--- config.mk ---
export PLATFORM = sky130hd
export DESIGN_NAME = shift_offset_stage
export DESIGN_NICKNAME = d
export VERILOG_FILES = /design/src/rtl/sos_pkg.sv /design/src/rtl/sos_ctrl.sv /design/src/rtl/sos_datapath.sv /design/src/rtl/shift_offset_stage.sv
export SDC_FILE = /design/constraint.sdc
export NUM_CORES = 1
export LEC_CHECK = 0
export BUFFER_PORTS_ARGS = -buffer_cell sky130_fd_sc_hd__buf_2
export CAP_MARGIN = 10
export CELL_PAD_IN_SITES_DETAIL_PLACEMENT = 1
export CELL_PAD_IN_SITES_GLOBAL_PLACEMENT = 1
export CORE_AREA = 10 10 147 149
export DETAILED_ROUTE_END_ITERATION = 10
export DIE_AREA = 0 0 157 159
export PLACE_DENSITY_LB_ADDON = 0.1
export REMOVE_ABC_BUFFERS = 1
export SETUP_SLACK_MARGIN = 0.2
export SLEW_MARGIN = 5
export SYNTH_ARGS = -nofsm -noshare
export SYNTH_HDL_FRONTEND = slang
export SYNTH_SLANG_ARGS = --single-unit
--- constraint.sdc ---
create_clock -name clk -period 6.5 [get_ports clk]
set_clock_uncertainty 0.05 [all_clocks]
set_input_delay 0.65 -clock clk [delete_from_list [all_inputs] [get_ports clk]]
set_output_delay 0.65 -clock clk [all_outputs]
set_load 0.1 [all_outputs]
--- src/rtl/sos_pkg.sv ---
`timescale 1ns/1ps
package sos_pkg;

  // Load strobes sent from the control path to the datapath
  typedef struct packed {
    logic scaleLoad;   // capture the rounded, shifted value and the selected offset
    logic resultLoad;  // capture the saturated difference
  } sos_strobe_t;

endpackage

--- src/rtl/sos_ctrl.sv ---
`timescale 1ns/1ps
module sos_ctrl
  import sos_pkg::*;
#(
  parameter int CH_W = 1
) (
  input  logic            clk,
  input  logic            rst,
  input  logic            inValid,
  input  logic [CH_W-1:0] inChan,
  output sos_strobe_t     strobe,
  output logic            outValid,
  output logic [CH_W-1:0] outChan
);

  logic            midValid;
  logic [CH_W-1:0] midChan;

  always_ff @(posedge clk) begin
    if (rst) begin
      midValid <= 1'b0;
      outValid <= 1'b0;
    end else begin
      midValid <= inValid;
      outValid <= midValid;
    end
  end

  always_ff @(posedge clk) begin
    if (inValid)  midChan <= inChan;
    if (midValid) outChan <= midChan;
  end

  always_comb begin
    strobe.scaleLoad  = inValid;
    strobe.resultLoad = midValid;
  end

  p_reset_r1: assert property (@(posedge clk) rst |=> !outValid);

  p_stage_a_r2: assert property (@(posedge clk) disable iff (rst)
    inValid |=> midValid);

  p_stage_b_r2: assert property (@(posedge clk) disable iff (rst)
    midValid |=> outValid);

  p_stage_c_r2: assert property (@(posedge clk) disable iff (rst)
    !midValid |=> !outValid);

  p_tag_r3: assert property (@(posedge clk) disable iff (rst)
    midValid |=> outChan == $past(midChan));

  p_tag_hold_r10: assert property (@(posedge clk) disable iff (rst)
    !midValid |=> $stable(outChan));

endmodule

--- src/rtl/sos_datapath.sv ---
`timescale 1ns/1ps
module sos_datapath
  import sos_pkg::*;
#(
  parameter int IN_W   = 32,
  parameter int OUT_W  = 24,
  parameter int OFS_W  = 24,
  parameter int NUM_CH = 2,
  parameter int SH_W   = 5,
  parameter int CH_W   = 1
) (
  input  logic                    clk,
  input  logic                    rst,
  input  sos_strobe_t             strobe,
  input  logic [CH_W-1:0]         inChan,
  input  logic [IN_W-1:0]         inData,
  input  logic [NUM_CH*SH_W-1:0]  cfgShift,
  input  logic [NUM_CH*OFS_W-1:0] cfgOffset,
  output logic [OUT_W-1:0]        outData
);

  localparam int RW = IN_W + 1;   // scaled value width, covers the +1 carry
  localparam int DW = RW + 1;     // difference width

  localparam logic signed [DW-1:0] HI_LIM = {{(DW-OUT_W+1){1'b0}}, {(OUT_W-1){1'b1}}};
  localparam logic signed [DW-1:0] LO_LIM = {{(DW-OUT_W+1){1'b1}}, {(OUT_W-1){1'b0}}};

  // Per-channel setting unpack
  logic [SH_W-1:0]  shiftArr [NUM_CH];
  logic [OFS_W-1:0] offArr   [NUM_CH];

  for (genvar g = 0; g < NUM_CH; g++) begin : g_unpack
    assign shiftArr[g] = cfgShift[g*SH_W +: SH_W];
    assign offArr[g]   = cfgOffset[g*OFS_W +: OFS_W];
  end

  logic [SH_W-1:0]  selShift;
  logic [OFS_W-1:0] selOff;
  assign selShift = shiftArr[inChan];
  assign selOff   = offArr[inChan];

  // Rounding shift: shift by s-1, add one at the lowest kept bit, drop that bit
  logic [SH_W-1:0]        shiftLess;
  logic signed [IN_W-1:0] preShift;
  logic signed [RW-1:0]   bumped;
  logic signed [RW-1:0]   scaled;

  always_comb begin
    shiftLess = selShift - 1'b1;
    preShift  = $signed(inData) >>> shiftLess;
    bumped    = $signed({preShift[IN_W-1], preShift}) + $signed(RW'(1));
    if (selShift == '0) scaled = $signed({inData[IN_W-1], inData});
    else                scaled = bumped >>> 1;
  end

  logic signed [RW-1:0] scaleReg;
  logic [OFS_W-1:0]     offReg;

  always_ff @(posedge clk) begin
    if (strobe.scaleLoad) begin
      scaleReg <= scaled;
      offReg   <= selOff;
    end
  end

  // Offset subtraction and saturation
  logic signed [DW-1:0] diff;
  logic [OUT_W-1:0]     satOut;

  always_comb begin
    diff = $signed({scaleReg[RW-1], scaleReg}) -
           $signed({{(DW-OFS_W){offReg[OFS_W-1]}}, offReg});
    if (diff > HI_LIM)      satOut = HI_LIM[OUT_W-1:0];
    else if (diff < LO_LIM) satOut = LO_LIM[OUT_W-1:0];
    else                    satOut = diff[OUT_W-1:0];
  end

  always_ff @(posedge clk) begin
    if (strobe.resultLoad) outData <= satOut;
  end

  p_shift_zero_r4: assert property (@(posedge clk) disable iff (rst)
    (strobe.scaleLoad && selShift == '0) |=>
      scaleReg == $signed({$past(inData[IN_W-1]), $past(inData)}));

  p_sat_hi_r8: assert property (@(posedge clk) disable iff (rst)
    (strobe.resultLoad && diff > HI_LIM) |=> outData == {1'b0, {(OUT_W-1){1'b1}}});

  p_sat_lo_r9: assert property (@(posedge clk) disable iff (rst)
    (strobe.resultLoad && diff < LO_LIM) |=> outData == {1'b1, {(OUT_W-1){1'b0}}});

  p_offset_kept_r7: assert property (@(posedge clk) disable iff (rst)
    !strobe.scaleLoad |=> $stable(offReg));

  p_hold_r10: assert property (@(posedge clk) disable iff (rst)
    !strobe.resultLoad |=> $stable(outData));

endmodule

--- src/rtl/shift_offset_stage.sv ---
`timescale 1ns/1ps
module shift_offset_stage
  import sos_pkg::*;
#(
  parameter int IN_W   = 32,
  parameter int OUT_W  = 24,
  parameter int OFS_W  = 24,
  parameter int NUM_CH = 2,
  parameter int SH_W   = 5,
  localparam int CH_W  = (NUM_CH > 1) ? $clog2(NUM_CH) : 1
) (
  input  logic                    clk,
  input  logic                    rst,
  input  logic                    inValid,
  input  logic [CH_W-1:0]         inChan,
  input  logic [IN_W-1:0]         inData,
  input  logic [NUM_CH*SH_W-1:0]  cfgShift,
  input  logic [NUM_CH*OFS_W-1:0] cfgOffset,
  output logic                    outValid,
  output logic [CH_W-1:0]         outChan,
  output logic [OUT_W-1:0]        outData
);

  sos_strobe_t strobe;

  sos_ctrl #(.CH_W(CH_W)) u_ctrl (
    .clk      (clk),
    .rst      (rst),
    .inValid  (inValid),
    .inChan   (inChan),
    .strobe   (strobe),
    .outValid (outValid),
    .outChan  (outChan)
  );

  sos_datapath #(
    .IN_W   (IN_W),
    .OUT_W  (OUT_W),
    .OFS_W  (OFS_W),
    .NUM_CH (NUM_CH),
    .SH_W   (SH_W),
    .CH_W   (CH_W)
  ) u_datapath (
    .clk       (clk),
    .rst       (rst),
    .strobe    (strobe),
    .inChan    (inChan),
    .inData    (inData),
    .cfgShift  (cfgShift),
    .cfgOffset (cfgOffset),
    .outData   (outData)
  );

endmodule

==> summary.md, run 1 <==
| Metric | Value |
|---|---|
| Initial core utilization | `0.442` |
| DR WL/cell | `21.9 um` |
| Core area | `18600 um2` |
| Final Setup Violations | `0` |
| Cell Pwr Density | `277 nW/um2` |
| CTS tree | `done` |
| Die area | `25000 um2` |
| GRT Resource Usage Total | `0.206` |
| Startpoint types | `input pin` |
| Crit. path cell count | `17` |
| R2R cell count | `15` |
| Drt total wl | `26300 um` |
| M1 WL | `12000 um` |
| Mapped Avg Cell Area | `9.49 um2` |
| DRC errors left | `0` |
| GP Congestion | `0.936` |
| EDFF count, synth | `82` |
| Status | `finished, final reports clean` |
| Max-slew violation count | `0` |
| Post-route setup TNS | `0 ns` |
| # clock sinks | `84` |
| Total Power | `0.00257 W` |
| Critical Path Max Stage Delay | `0.60 ns` |
| Clock Latency Late Sink | `0.35 ns` |
| Port bufs | `119` |
| Top delay family on crit path | `compound AO/OA/AOI/OAI gates` |
| CP cell instances | `buf_2 -> buf_4 -> mux2i_1 -> ha_1 -> or4bb_1 -> a21oi_1 -> nor2_1 -> a211oi_2 -> o22ai_1 -> o21ai_0 -> ha_1 -> nand2_1 -> o31ai_1 -> nand4_2 -> a2111oi_2 -> xnor2_1 -> mux2_2` |
| Share of cells above drive strength 1 | `0.246` |
| Worst-path clk slew | `0.07 ns` |
| Initial antenna violation count | `0` |
| Antenna Cells | `0` |
| Routed met2 length | `12800 um` |
| Synthesized instance count | `865` |
| FP Rows | `50` |
| TritonRoute pass-1 iters | `5` |
| Bufs and invs on worst path | `2` |
| IO Count | `120` |
| Crit end category | `flop` |
| Layout Nets | `1092` |
| Synthesized area | `8210 um2` |
| Yosys Warn Count | `0` |
| DP Wirelength | `20800 um` |
| Worst slew pin tran | `1.08 ns` |
| FF-to-FF End | `u_datapath.outData[11]$_SDFFCE_PN1P_` |
| Die span in y | `159 um` |
| Net Switching | `0.00111 W` |
| Post-synthesis sequential area ratio | `0.305` |
| Total grt overflow | `0` |
| Top_reg_cell synth | `edfxtp_1` |
| Leakage | `3.86 nW` |
| Max FO, Critical Path | `21` |
| Largest net degree at the start of global routing | `59` |
| Top cells by count, synth | `edfxtp_1, nand2_1, a21oi_1` |
| DR WL met3 | `1170 um` |
| Fmax | `176 MHz` |
| Global-route wire length before repair | `41800 um` |
| Critical R2R Launch | `u_datapath.scaleReg[0]$_DFFE_PP_` |
| Via density | `6.10` |
| Critical path's slowest cell | `or4bb_1` |
| Slew margin rel. | `0.278` |
| Leading post-synthesis cells by cell area | `edfxtp_1, mux2i_1, mux4_2` |
| Top sig layer | `met4` |
| Crit Path Class | `input pin to flop` |
| Switching Share | `0.430` |
| Via count | `7335` |
| Max-Cap Viols | `0` |
| Max Buffers Root-to-Sink | `2` |
| Min-Delay Path Class | `flop to flop` |
| Detail Route Antenna Nets | `0` |
| Yosys reg bits | `84` |
| WP data arrival | `5.72 ns` |
| Crit path top cell by count | `ha_1` |
| Hold Crit Start | `u_ctrl.midChan$_DFFE_PP_` |
| Final Hold Fails | `0` |
| Number of global-route vias before repair | `7557` |
| Hold Path Depth | `0` |
| Post-CTS Setup Bufs | `0` |
| RSZ-0062 raised after global routing | `false` |
| Period utilization | `0.875` |
| Layout fillers | `2172` |
| Hold Slack | `0.394 ns` |
| Most frequent cell after synthesis | `edfxtp_1` |
| Min cycle time layout | `5.69 ns` |
| Area leader, netlist | `edfxtp_1` |
| Unique masters post-synth | `87` |
| Worst Path Required | `6.54 ns` |
| Int Pwr | `0.00146 W` |
| Drt initial violations | `492` |
| Number of buffers created by CTS | `9` |
| Die width | `157 um` |
| Register-to-register setup slack | `2.03 ns` |
| Clock power share | `0.195` |
| Cts hold-fix bufs | `0` |
| Synth-to-Final Area Change | `13.1%` |
| Asr flop ratio synth | `0` |
| Hold endpoint | `u_ctrl.outChan$_DFFE_PP_` |
| Logic pwr share | `0.522` |
| CTS root buf | `clkbuf_16` |
| CTS resizes | `0` |
| Maximum vdd drop | `127 uV` |
| Post-synth top area share | `0.300` |
| Sequential group share of total power | `0.284` |
| H-tree depth | `3` |
## cell families (layout without fill, tap and decap cells)
kind of cell	after synthesis	in the layout	share of synthesized area
muxes	118	118	0.186
AOI/OAI and AO/OA	238	238	0.193
buffers and inverters	88	191	0.0481
adders and majority gates	35	35	0.0542
DFF	84	84	0.305
xor gates and xnor gates	53	53	0.0588
and+or+nand+nor	249	249	0.154
## stage by stage
stage               worst slack (ns)  cells  cell area (um2)   util
floorplan                      0.939    816             7960      -
global placement               0.689   1186             8990  0.484
detailed placement             0.521   1186             8990  0.484
CTS                            0.879   1202             9290  0.500
global route                   0.330   1202             9290  0.500
finish                         0.815   1202             9290  0.500
## registers in the layout, indices dropped and copies added (netlist names)
name                 flops
u_datapath.outData      24
u_ctrl.midValid          1
u_datapath.offReg       24
u_ctrl.midChan           1
u_ctrl.outChan           1
u_datapath.scaleReg     32
u_ctrl.outValid          1
## cell usage in the layout, fill, tap and decap left out, drive strengths merged, types with 5 or more instances in the layout
cell type | netlist | layout
a211oi | 14 | 14
a21o | 29 | 29
a21oi | 63 | 63
a221oi | 6 | 6
a22oi | 6 | 6
a31oi | 6 | 6
and2 | 5 | 5
and3 | 7 | 7
buf | 17 | 136
clkbuf | 32 | 12
edfxtp | 82 | 82
ha | 34 | 34
inv | 39 | 39
mux2 | 34 | 34
mux2i | 60 | 60
mux4 | 24 | 24
nand2 | 71 | 71
nand2b | 12 | 12
nand3 | 18 | 18
nand4 | 15 | 15
nor2 | 62 | 62
nor2b | 6 | 6
nor3 | 29 | 29
nor4 | 5 | 5
o211ai | 5 | 5
o21ai | 59 | 59
o21bai | 6 | 6
o31ai | 10 | 10
xnor2 | 28 | 28
xor2 | 25 | 25
## worst max path at each step
stage,start,endpoint,slack (ns)
2_1_floorplan,inChan,u_datapath.scaleReg[11]$_DFFE_PP_,0.94
3_3_place_gp,inChan,u_datapath.scaleReg[11]$_DFFE_PP_,0.69
3_5_place_dp,inChan,u_datapath.scaleReg[11]$_DFFE_PP_,0.52
4_1_cts,inChan,u_datapath.scaleReg[11]$_DFFE_PP_,0.88
5_1_grt,inChan,u_datapath.scaleReg[29]$_DFFE_PP_,0.33
6_report,inChan,u_datapath.scaleReg[11]$_DFFE_PP_,0.81
## cell type report
type / instances / area (um2) / share of cell area
flip-flops and latches: 84 / 2500 / 0.270
repair buffers: 136 / 723 / 0.0779
clock inverters: 4 / 33.8 / 0.00364
clock buffers: 12 / 256 / 0.0276
inverters: 39 / 146 / 0.0158
well taps: 234 / 293 / 0.0315
multi-input cells: 693 / 5330 / 0.574
## power groups by stage
stage               combinational [W]  clock [W]  sequential [W]
global placement              0.00130          0        0.000737
global route                  0.00146   0.000531        0.000736
CTS                           0.00133   0.000513        0.000730
detailed placement            0.00132          0        0.000741
finish                        0.00134   0.000500        0.000729
floorplan                    0.000826          0        0.000885
## layer usage
| layer | vias to the layer above | track usage |
|---|---|---|
| met2 | 198 | 0.345 |
| met3 | 21 | 0.0283 |
| met5 | - | 0 |
| li1 | 3481 | - |
| met1 | 3635 | 0.274 |
| met4 | 0 | 0.0455 |
Note: power is estimated with default switching activity, not from simulation.
==> run 2, diff against run 1 <==
Settings changed: REMOVE_ABC_BUFFERS 1 to not set.
==> summary.md, run 2 (synthesis gave the netlist of run 1 again) <==
| Metric | Value |
|---|---|
| Maximum vdd drop | `114 uV (was 127 uV)` |
| Fmax | `178 MHz (was 176 MHz)` |
| Max-Cap Viols | `0 (unchanged)` |
| Critical Path Max Stage Delay | `0.61 ns (was 0.60 ns)` |
| # clock sinks | `84 (unchanged)` |
| Drt initial violations | `330 (was 492)` |
| Number of global-route vias before repair | `7629 (was 7557)` |
| Min-Delay Path Class | `flop to flop (unchanged)` |
| Worst-path clk slew | `0.07 ns (about the same)` |
| CTS tree | `done (unchanged)` |
| CP cell instances | `buf_2 -> mux2_4 -> inv_2 -> ha_1 -> or4bb_1 -> a21oi_1 -> nor2_1 -> a211oi_2 -> o22ai_1 -> buf_4 -> o21ai_0 -> ha_1 -> nand2_1 -> o31ai_1 -> nand4_2 -> nor4_1 -> xor2_1 -> a21oi_1 (was buf_2 -> buf_4 -> mux2i_1 -> ha_1 -> or4bb_1 -> a21oi_1 -> nor2_1 -> a211oi_2 -> o22ai_1 -> o21ai_0 -> ha_1 -> nand2_1 -> o31ai_1 -> nand4_2 -> a2111oi_2 -> xnor2_1 -> mux2_2)` |
| Largest Register | `u_datapath.scaleReg (unchanged)` |
| Antenna Cells | `0 (unchanged)` |
| Die width | `157 um (unchanged)` |
| Die area | `25000 um2 (unchanged)` |
| Bufs and invs on worst path | `3 (was 2)` |
| FP Rows | `50 (unchanged)` |
| Slew margin rel. | `0.295 (was 0.278)` |
| R2R cell count | `15 (unchanged)` |
| Share of cells above drive strength 1 | `0.248 (was 0.246)` |
| DP Wirelength | `20900 um (was 20800 um)` |
| Most frequent cells in the layout | `buf_2, edfxtp_1, nand2_1, a21oi_1, nor2_1 (unchanged)` |
| Clock Latency Late Sink | `0.35 ns (about the same)` |
| Sequential group share of total power | `0.278 (was 0.284)` |
| Via density | `6.00 (was 6.10)` |
| IO Count | `120 (unchanged)` |
| Worst slew pin tran | `1.06 ns (was 1.08 ns)` |
| Period utilization | `0.863 (was 0.875)` |
| Startpoint types | `input pin (unchanged)` |
| Crit Path Class | `input pin to flop (unchanged)` |
| Switching Share | `0.418 (was 0.430)` |
| DR WL/cell | `21.4 um (was 21.9 um)` |
| Global-route wire length before repair | `41500 um (was 41800 um)` |
| Int Pwr | `0.00153 W (was 0.00146 W)` |
| Port bufs | `119 (unchanged)` |
| Syn nets | `994` |
| Status | `finished, final reports clean (unchanged)` |
| Clock power share | `0.217 (was 0.195)` |
| Detail Route Antenna Nets | `0 (unchanged)` |
| Initial core utilization | `0.442 (unchanged)` |
| Layout Nets | `1093 (was 1092)` |
| Net Switching | `0.00110 W (was 0.00111 W)` |
| Leakage | `3.90 nW (was 3.86 nW)` |
| H-tree depth | `3 (unchanged)` |
| Max FFs per register | `32 (unchanged)` |
| Top delay family on crit path | `simple AND/OR/NAND/NOR gates (was compound AO/OA/AOI/OAI gates)` |
| Post-route setup TNS | `0 ns (unchanged)` |
| CTS resizes | `0 (unchanged)` |
| Largest net degree at the start of global routing | `59 (unchanged)` |
| WP data arrival | `5.61 ns (was 5.72 ns)` |
| Via count | `7220 (was 7335)` |
| GRT Resource Usage Total | `0.205 (was 0.206)` |
| Min cycle time layout | `5.61 ns (was 5.69 ns)` |
| Initial antenna violation count | `0 (unchanged)` |
| Drt total wl | `25700 um (was 26300 um)` |
| Max FO, Critical Path | `19 (was 21)` |
| Final Setup Violations | `0 (unchanged)` |
| Synth-to-Final Area Change | `13.8% (was 13.1%)` |
| Cell Pwr Density | `280 nW/um2 (was 277 nW/um2)` |
| Max Buffers Root-to-Sink | `2 (unchanged)` |
| Final non-filler cell total | `1203 (was 1202)` |
| Number of buffers created by CTS | `9 (unchanged)` |
| Total grt overflow | `0 (unchanged)` |
| RSZ-0062 raised after global routing | `false (unchanged)` |
| CTS root buf | `clkbuf_16 (unchanged)` |
| Crit end category | `flop (unchanged)` |
| Util after Layout | `0.503 (was 0.500)` |
| Max-slew violation count | `0 (unchanged)` |
| Cts hold-fix bufs | `0 (unchanged)` |
| GP Congestion | `0.921 (was 0.936)` |
| Critical path's slowest cell | `or4bb_1 (unchanged)` |
| Logic pwr share | `0.505 (was 0.522)` |
| TritonRoute pass-1 iters | `5 (unchanged)` |
| Placed cell count | `1187 (was 1186)` |
| Core area | `18600 um2 (unchanged)` |
| Die span in y | `159 um (unchanged)` |
| Post-CTS Setup Bufs | `0 (unchanged)` |
| DRC errors left | `0 (unchanged)` |
| Regs by FF count | `u_datapath.scaleReg (32), u_datapath.offReg (24), u_datapath.outData (24) (unchanged)` |
| Final Hold Fails | `0 (unchanged)` |
| Crit. path cell count | `18 (was 17)` |
| Worst Path Required | `6.51 ns (was 6.54 ns)` |
| Commonest non-fill, non-tap cell in the layout | `buf_2 (unchanged)` |
| Hold Path Depth | `0 (unchanged)` |
## run 2: changes by cell type in the layout (fill, tap and decap cells not counted), moves of 2 or more
cell | previous run | this run
clkbuf_8 | 2 | 0
inv_6 | 0 | 3
bufinv_16 | 0 | 2
clkinv_4 | 3 | 0
## run 2: cell type report
class	count	area, um2
Sequential cell	84	2500
Fill cell	2172	9230
Inverter	39	146
Clock inverter	7	103
Timing Repair Buffer	137	743
Clock buffer	9	225
Tap cell	234	293
Multi-Input combinational cell	693	5340
## run 2: per-layer routing
layer / up-vias / GRT usage / wire length (um)
met5: - / 0 / 0
met4: 0 / 0.0657 / 575
met3: 33 / 0.0310 / 1070
met2: 173 / 0.351 / 12900
met1: 3519 / 0.257 / 11200
li1: 3495 / - / -
## run 2: final timing paths
check	end	startpoint	slack (ns)
max	u_datapath.scaleReg[27]$_DFFE_PP_	inChan	0.89
min	u_ctrl.outChan$_DFFE_PP_	u_ctrl.midChan$_DFFE_PP_	0.37
max reg2reg	u_datapath.outData[13]$_SDFFCE_PN1P_	u_datapath.scaleReg[0]$_DFFE_PP_	2.28
min reg2reg	u_ctrl.outChan$_DFFE_PP_	u_ctrl.midChan$_DFFE_PP_	0.37
## run 2: power groups by stage
stage | clock network, W | logic, W | registers [W]
after floorplan | 0 | 0.000848 | 0.000885
after global placement | 0 | 0.00130 | 0.000738
after detailed placement | 0 | 0.00131 | 0.000743
after CTS | 0.000582 | 0.00132 | 0.000731
after global routing | 0.000604 | 0.00145 | 0.000738
final | 0.000569 | 0.00132 | 0.000729
## run 2: through the flow
step	hold WS [ns]	setup WS [ns]	power, W	instance area, um2
CTS	0.375	0.914	0.00264	9350
finish	0.374	0.893	0.00262	9350
detailed placement	0.359	0.602	0.00206	9020
global route	0.379	0.376	0.00279	9350
floorplan	0.350	1.24	0.00173	8210
global placement	0.351	0.843	0.00204	9020
==> run 3, diff against run 2 <==
Settings changed: ABC_AREA set to 1, CORE_AREA 10 10 147 149 to 10 10 160 162, DIE_AREA 0 0 157 159 to 0 0 170 172.
==> summary.md, run 3 <==
| Metric | Value |
|---|---|
| Synth Area in XOR/XNOR | `0.0235 (was 0.0588)` |
| Layout fillers | `3137 (was 2172)` |
| Startpoint types | `input pin (unchanged)` |
| Max-slew violation count | `0 (unchanged)` |
| Port bufs | `119 (unchanged)` |
| Drt total wl | `38400 um (was 25700 um)` |
| Layout Nets | `1698 (was 1093)` |
| DP Wirelength | `31500 um (was 20900 um)` |
| Asr flop ratio synth | `0 (unchanged)` |
| Commonest non-fill, non-tap cell in the layout | `nand2_1 (was buf_2)` |
| Hold Crit Start | `u_ctrl.midChan$_DFFE_PP_ (unchanged)` |
| Core area | `22400 um2 (was 18600 um2)` |
| IO Count | `120 (unchanged)` |
| Register-to-register setup slack | `2.74 ns (was 2.28 ns)` |
| Area of placed instances | `9970 um2 (was 9020 um2)` |
| Most frequent cell after synthesis | `nand2_1 (was edfxtp_1)` |
| Synthesized instance count | `1487 (was 865)` |
| CTS root buf | `clkbuf_16 (unchanged)` |
| Crit Path Class | `input pin to flop (unchanged)` |
| Largest Register | `u_datapath.scaleReg (unchanged)` |
| FP Rows | `55 (was 50)` |
| Util after Layout | `0.458 (was 0.503)` |
| Critical R2R Launch | `u_datapath.scaleReg[0]$_DFFE_PP_ (unchanged)` |
| Max Buffers Root-to-Sink | `2 (unchanged)` |
| Hold Path Depth | `0 (unchanged)` |
| Status | `finished, final reports clean (unchanged)` |
| Mapped Avg Cell Area | `6.26 um2 (was 9.49 um2)` |
| FF-to-FF End | `u_datapath.outData[17]$_SDFFCE_PN1P_ (was u_datapath.outData[13]$_SDFFCE_PN1P_)` |
| Post-synthesis mux area share | `0.00108 (was 0.186)` |
| Post-route setup TNS | `0 ns (unchanged)` |
| H-tree depth | `3 (unchanged)` |
| Worst Path Required | `6.53 ns (was 6.51 ns)` |
| GRT Resource Usage Total | `0.262 (was 0.205)` |
| Top_reg_cell synth | `edfxtp_1 (unchanged)` |
| Hold endpoint | `u_ctrl.outChan$_DFFE_PP_ (unchanged)` |
| Simple-gate portion of the synthesized area | `0.498 (was 0.154)` |
| CTS tree | `done (unchanged)` |
| Clock Latency Late Sink | `0.35 ns (about the same)` |
| Crit end category | `flop (unchanged)` |
| Fmax | `225 MHz (was 178 MHz)` |
| Min-Delay Path Class | `flop to flop (unchanged)` |
| Largest net degree at the start of global routing | `59 (unchanged)` |
| Synth-to-Final Area Change | `10.2% (was 13.8%)` |
| Cell Pwr Density | `278 nW/um2 (was 280 nW/um2)` |
| # clock sinks | `84 (unchanged)` |
| Initial antenna violation count | `1 (was 0)` |
| Leading post-synthesis cells by cell area | `edfxtp_1, nand2_1, nand3_1 (was edfxtp_1, mux2i_1, mux4_2)` |
| Final non-filler cell total | `1859 (was 1203)` |
| Post-Synth Adder-Cell Area | `0.0479 (was 0.0542)` |
| WP data arrival | `4.48 ns (was 5.61 ns)` |
| Top cells by count, synth | `nand2_1, nand3_1, inv_1 (was edfxtp_1, nand2_1, a21oi_1)` |
| Area leader, netlist | `edfxtp_1 (unchanged)` |
| Post-synth top area share | `0.265 (was 0.300)` |
| Via count | `10446 (was 7220)` |
| Number of global-route vias before repair | `10980 (was 7629)` |
| Min cycle time layout | `4.44 ns (was 5.61 ns)` |
| TritonRoute pass-1 iters | `5 (unchanged)` |
| Cts hold-fix bufs | `0 (unchanged)` |
| Leakage | `5.14 nW (was 3.90 nW)` |
| Drt initial violations | `630 (was 330)` |
| CTS resizes | `0 (unchanged)` |
| Initial core utilization | `0.416 (was 0.442)` |
| Largest family of logic cells by synthesized area | `simple AND/OR/NAND/NOR gates (was compound AO/OA/AOI/OAI gates)` |
| Total grt overflow | `0 (unchanged)` |
| Yosys Warn Count | `0 (unchanged)` |
| Die width | `170 um (was 157 um)` |
| Maximum vdd drop | `129 uV (was 114 uV)` |
| Final Hold Fails | `0 (unchanged)` |
| Syn nets | `1616 (was 994)` |
| Max-Cap Viols | `0 (unchanged)` |
| Worst-path clk slew | `0.07 ns (about the same)` |
| Number of buffers created by CTS | `9 (unchanged)` |
| Max FFs per register | `32 (unchanged)` |
| RSZ-0062 raised after global routing | `false (unchanged)` |
| DRC errors left | `0 (unchanged)` |
| Yosys reg bits | `84 (unchanged)` |
| Total Power | `0.00285 W (was 0.00262 W)` |
| Placed cell count | `1843 (was 1187)` |
| Global-route wire length before repair | `59900 um (was 41500 um)` |
| R2R cell count | `18 (was 15)` |
| EDFF count, synth | `82 (unchanged)` |
| Worst slew pin tran | `1.08 ns (was 1.06 ns)` |
| Slew margin rel. | `0.276 (was 0.295)` |
| Final Setup Violations | `0 (unchanged)` |
| Synthesized area | `9300 um2 (was 8210 um2)` |
| Most frequent cells in the layout | `nand2_1, nand3_1, inv_1, buf_2, nor2_1 (was buf_2, edfxtp_1, nand2_1, a21oi_1, nor2_1)` |
| Die span in y | `172 um (was 159 um)` |
| Share of cells above drive strength 1 | `0.137 (was 0.248)` |
| Synth Area in Compound Gates | `0.0697 (was 0.193)` |
| Via density | `5.62 (was 6.00)` |
| GP Congestion | `0.981 (was 0.921)` |
| Regs by FF count | `u_datapath.scaleReg (32), u_datapath.offReg (24), u_datapath.outData (24) (unchanged)` |
| Max FO, Critical Path | `24 (was 19)` |
| Antenna Cells | `0 (unchanged)` |
| Cell area after layout | `10300 um2 (was 9350 um2)` |
| Post-synthesis sequential area ratio | `0.269 (was 0.305)` |
| Period utilization | `0.684 (was 0.863)` |
| Unique masters post-synth | `46 (was 87)` |
| Post-CTS Setup Bufs | `0 (unchanged)` |
| Die area | `29200 um2 (was 25000 um2)` |
| Detail Route Antenna Nets | `0 (unchanged)` |
| DR WL/cell | `20.7 um (was 21.4 um)` |
## run 3: cell types whose count changed after synthesis, moves of 23 or more
cell and delta:
inv_1 +83, buf_2 +23, mux4_2 -24, nor2_1 +34, nand3_1 +294, nand2_1 +481, nand2_2 +25, mux2_2 -32
o21ai_0 -23, mux2i_1 -59
## run 3: how the worst max path moves through the flow
stage	slack, ns	cells past startpoint	from	end
global route	1.71	20	inChan	u_datapath.scaleReg[11]$_DFFE_PP_
finish	2.06	20	inChan	u_datapath.scaleReg[11]$_DFFE_PP_
CTS	2.10	20	inChan	u_datapath.scaleReg[11]$_DFFE_PP_
floorplan	2.81	24	inChan	u_datapath.scaleReg[29]$_DFFE_PP_
global placement	1.81	21	inChan	u_datapath.scaleReg[11]$_DFFE_PP_
detailed placement	1.73	20	inChan	u_datapath.scaleReg[11]$_DFFE_PP_
## run 3: report_power, final
| group | switching, W | total (W) | internal, W |
|---|---|---|---|
| Clock | 0.000239 | 0.000510 | 0.000271 |
| Combinational | 0.00116 | 0.00160 | 0.000434 |
| Sequential | 0.0000370 | 0.000745 | 0.000708 |
## run 3: logic make-up after synthesis
group / count (synthesis)
AO/OA/AOI/OAI: 114
XOR/XNOR: 25
adder cells (fa/ha/maj): 35
buffers and inverters: 187
flip-flops: 84
multiplexers: 1
AND/OR/NAND/NOR: 1041
## run 3: per-stage QoR
stage	setup WS, ns	hold slack, ns
4_1_cts	2.10	0.379
3_5_place_dp	1.73	0.360
3_3_place_gp	1.81	0.354
2_1_floorplan	2.81	0.350
6_report	2.06	0.380
5_1_grt	1.71	0.394
## run 3: per-layer routing
layer,vias to the layer above,wire length [um],share of wire,GRT usage
li1,5067,-,-,-
met1,4998,15400,0.40,0.292
met2,287,19700,0.51,0.491
met3,92,1660,0.043,0.0317
met4,2,1640,0.043,0.113
met5,-,19,0.00049,0
## run 3: worst max-delay path, cell delays in order
cell,delay [ns]
buf_2,0.43
nand2_1,0.21
nand2_2,0.25
ha_1,0.28
inv_1,0.60
buf_4,0.36
nand3_1,0.12
nand2_1,0.09
nand2_1,0.08
nand3_1,0.16
nand3_1,0.10
nand2_1,0.11
ha_1,0.23
nand2_2,0.10
nor2_4,0.15
nand2_2,0.10
nor2_2,0.16
nand2_1,0.07
nand3_1,0.12
o21ai_1,0.09
## run 3: layout make-up
class	instances	area, um2	share of cell area
timing repair buffer	128	663	0.0647
tap	285	357	0.0348
inverter	130	497	0.0485
clock inverter	5	36.3	0.00354
sequential	84	2500	0.244
clock buffer	11	243	0.0237
multi-input combinational	1216	5950	0.581
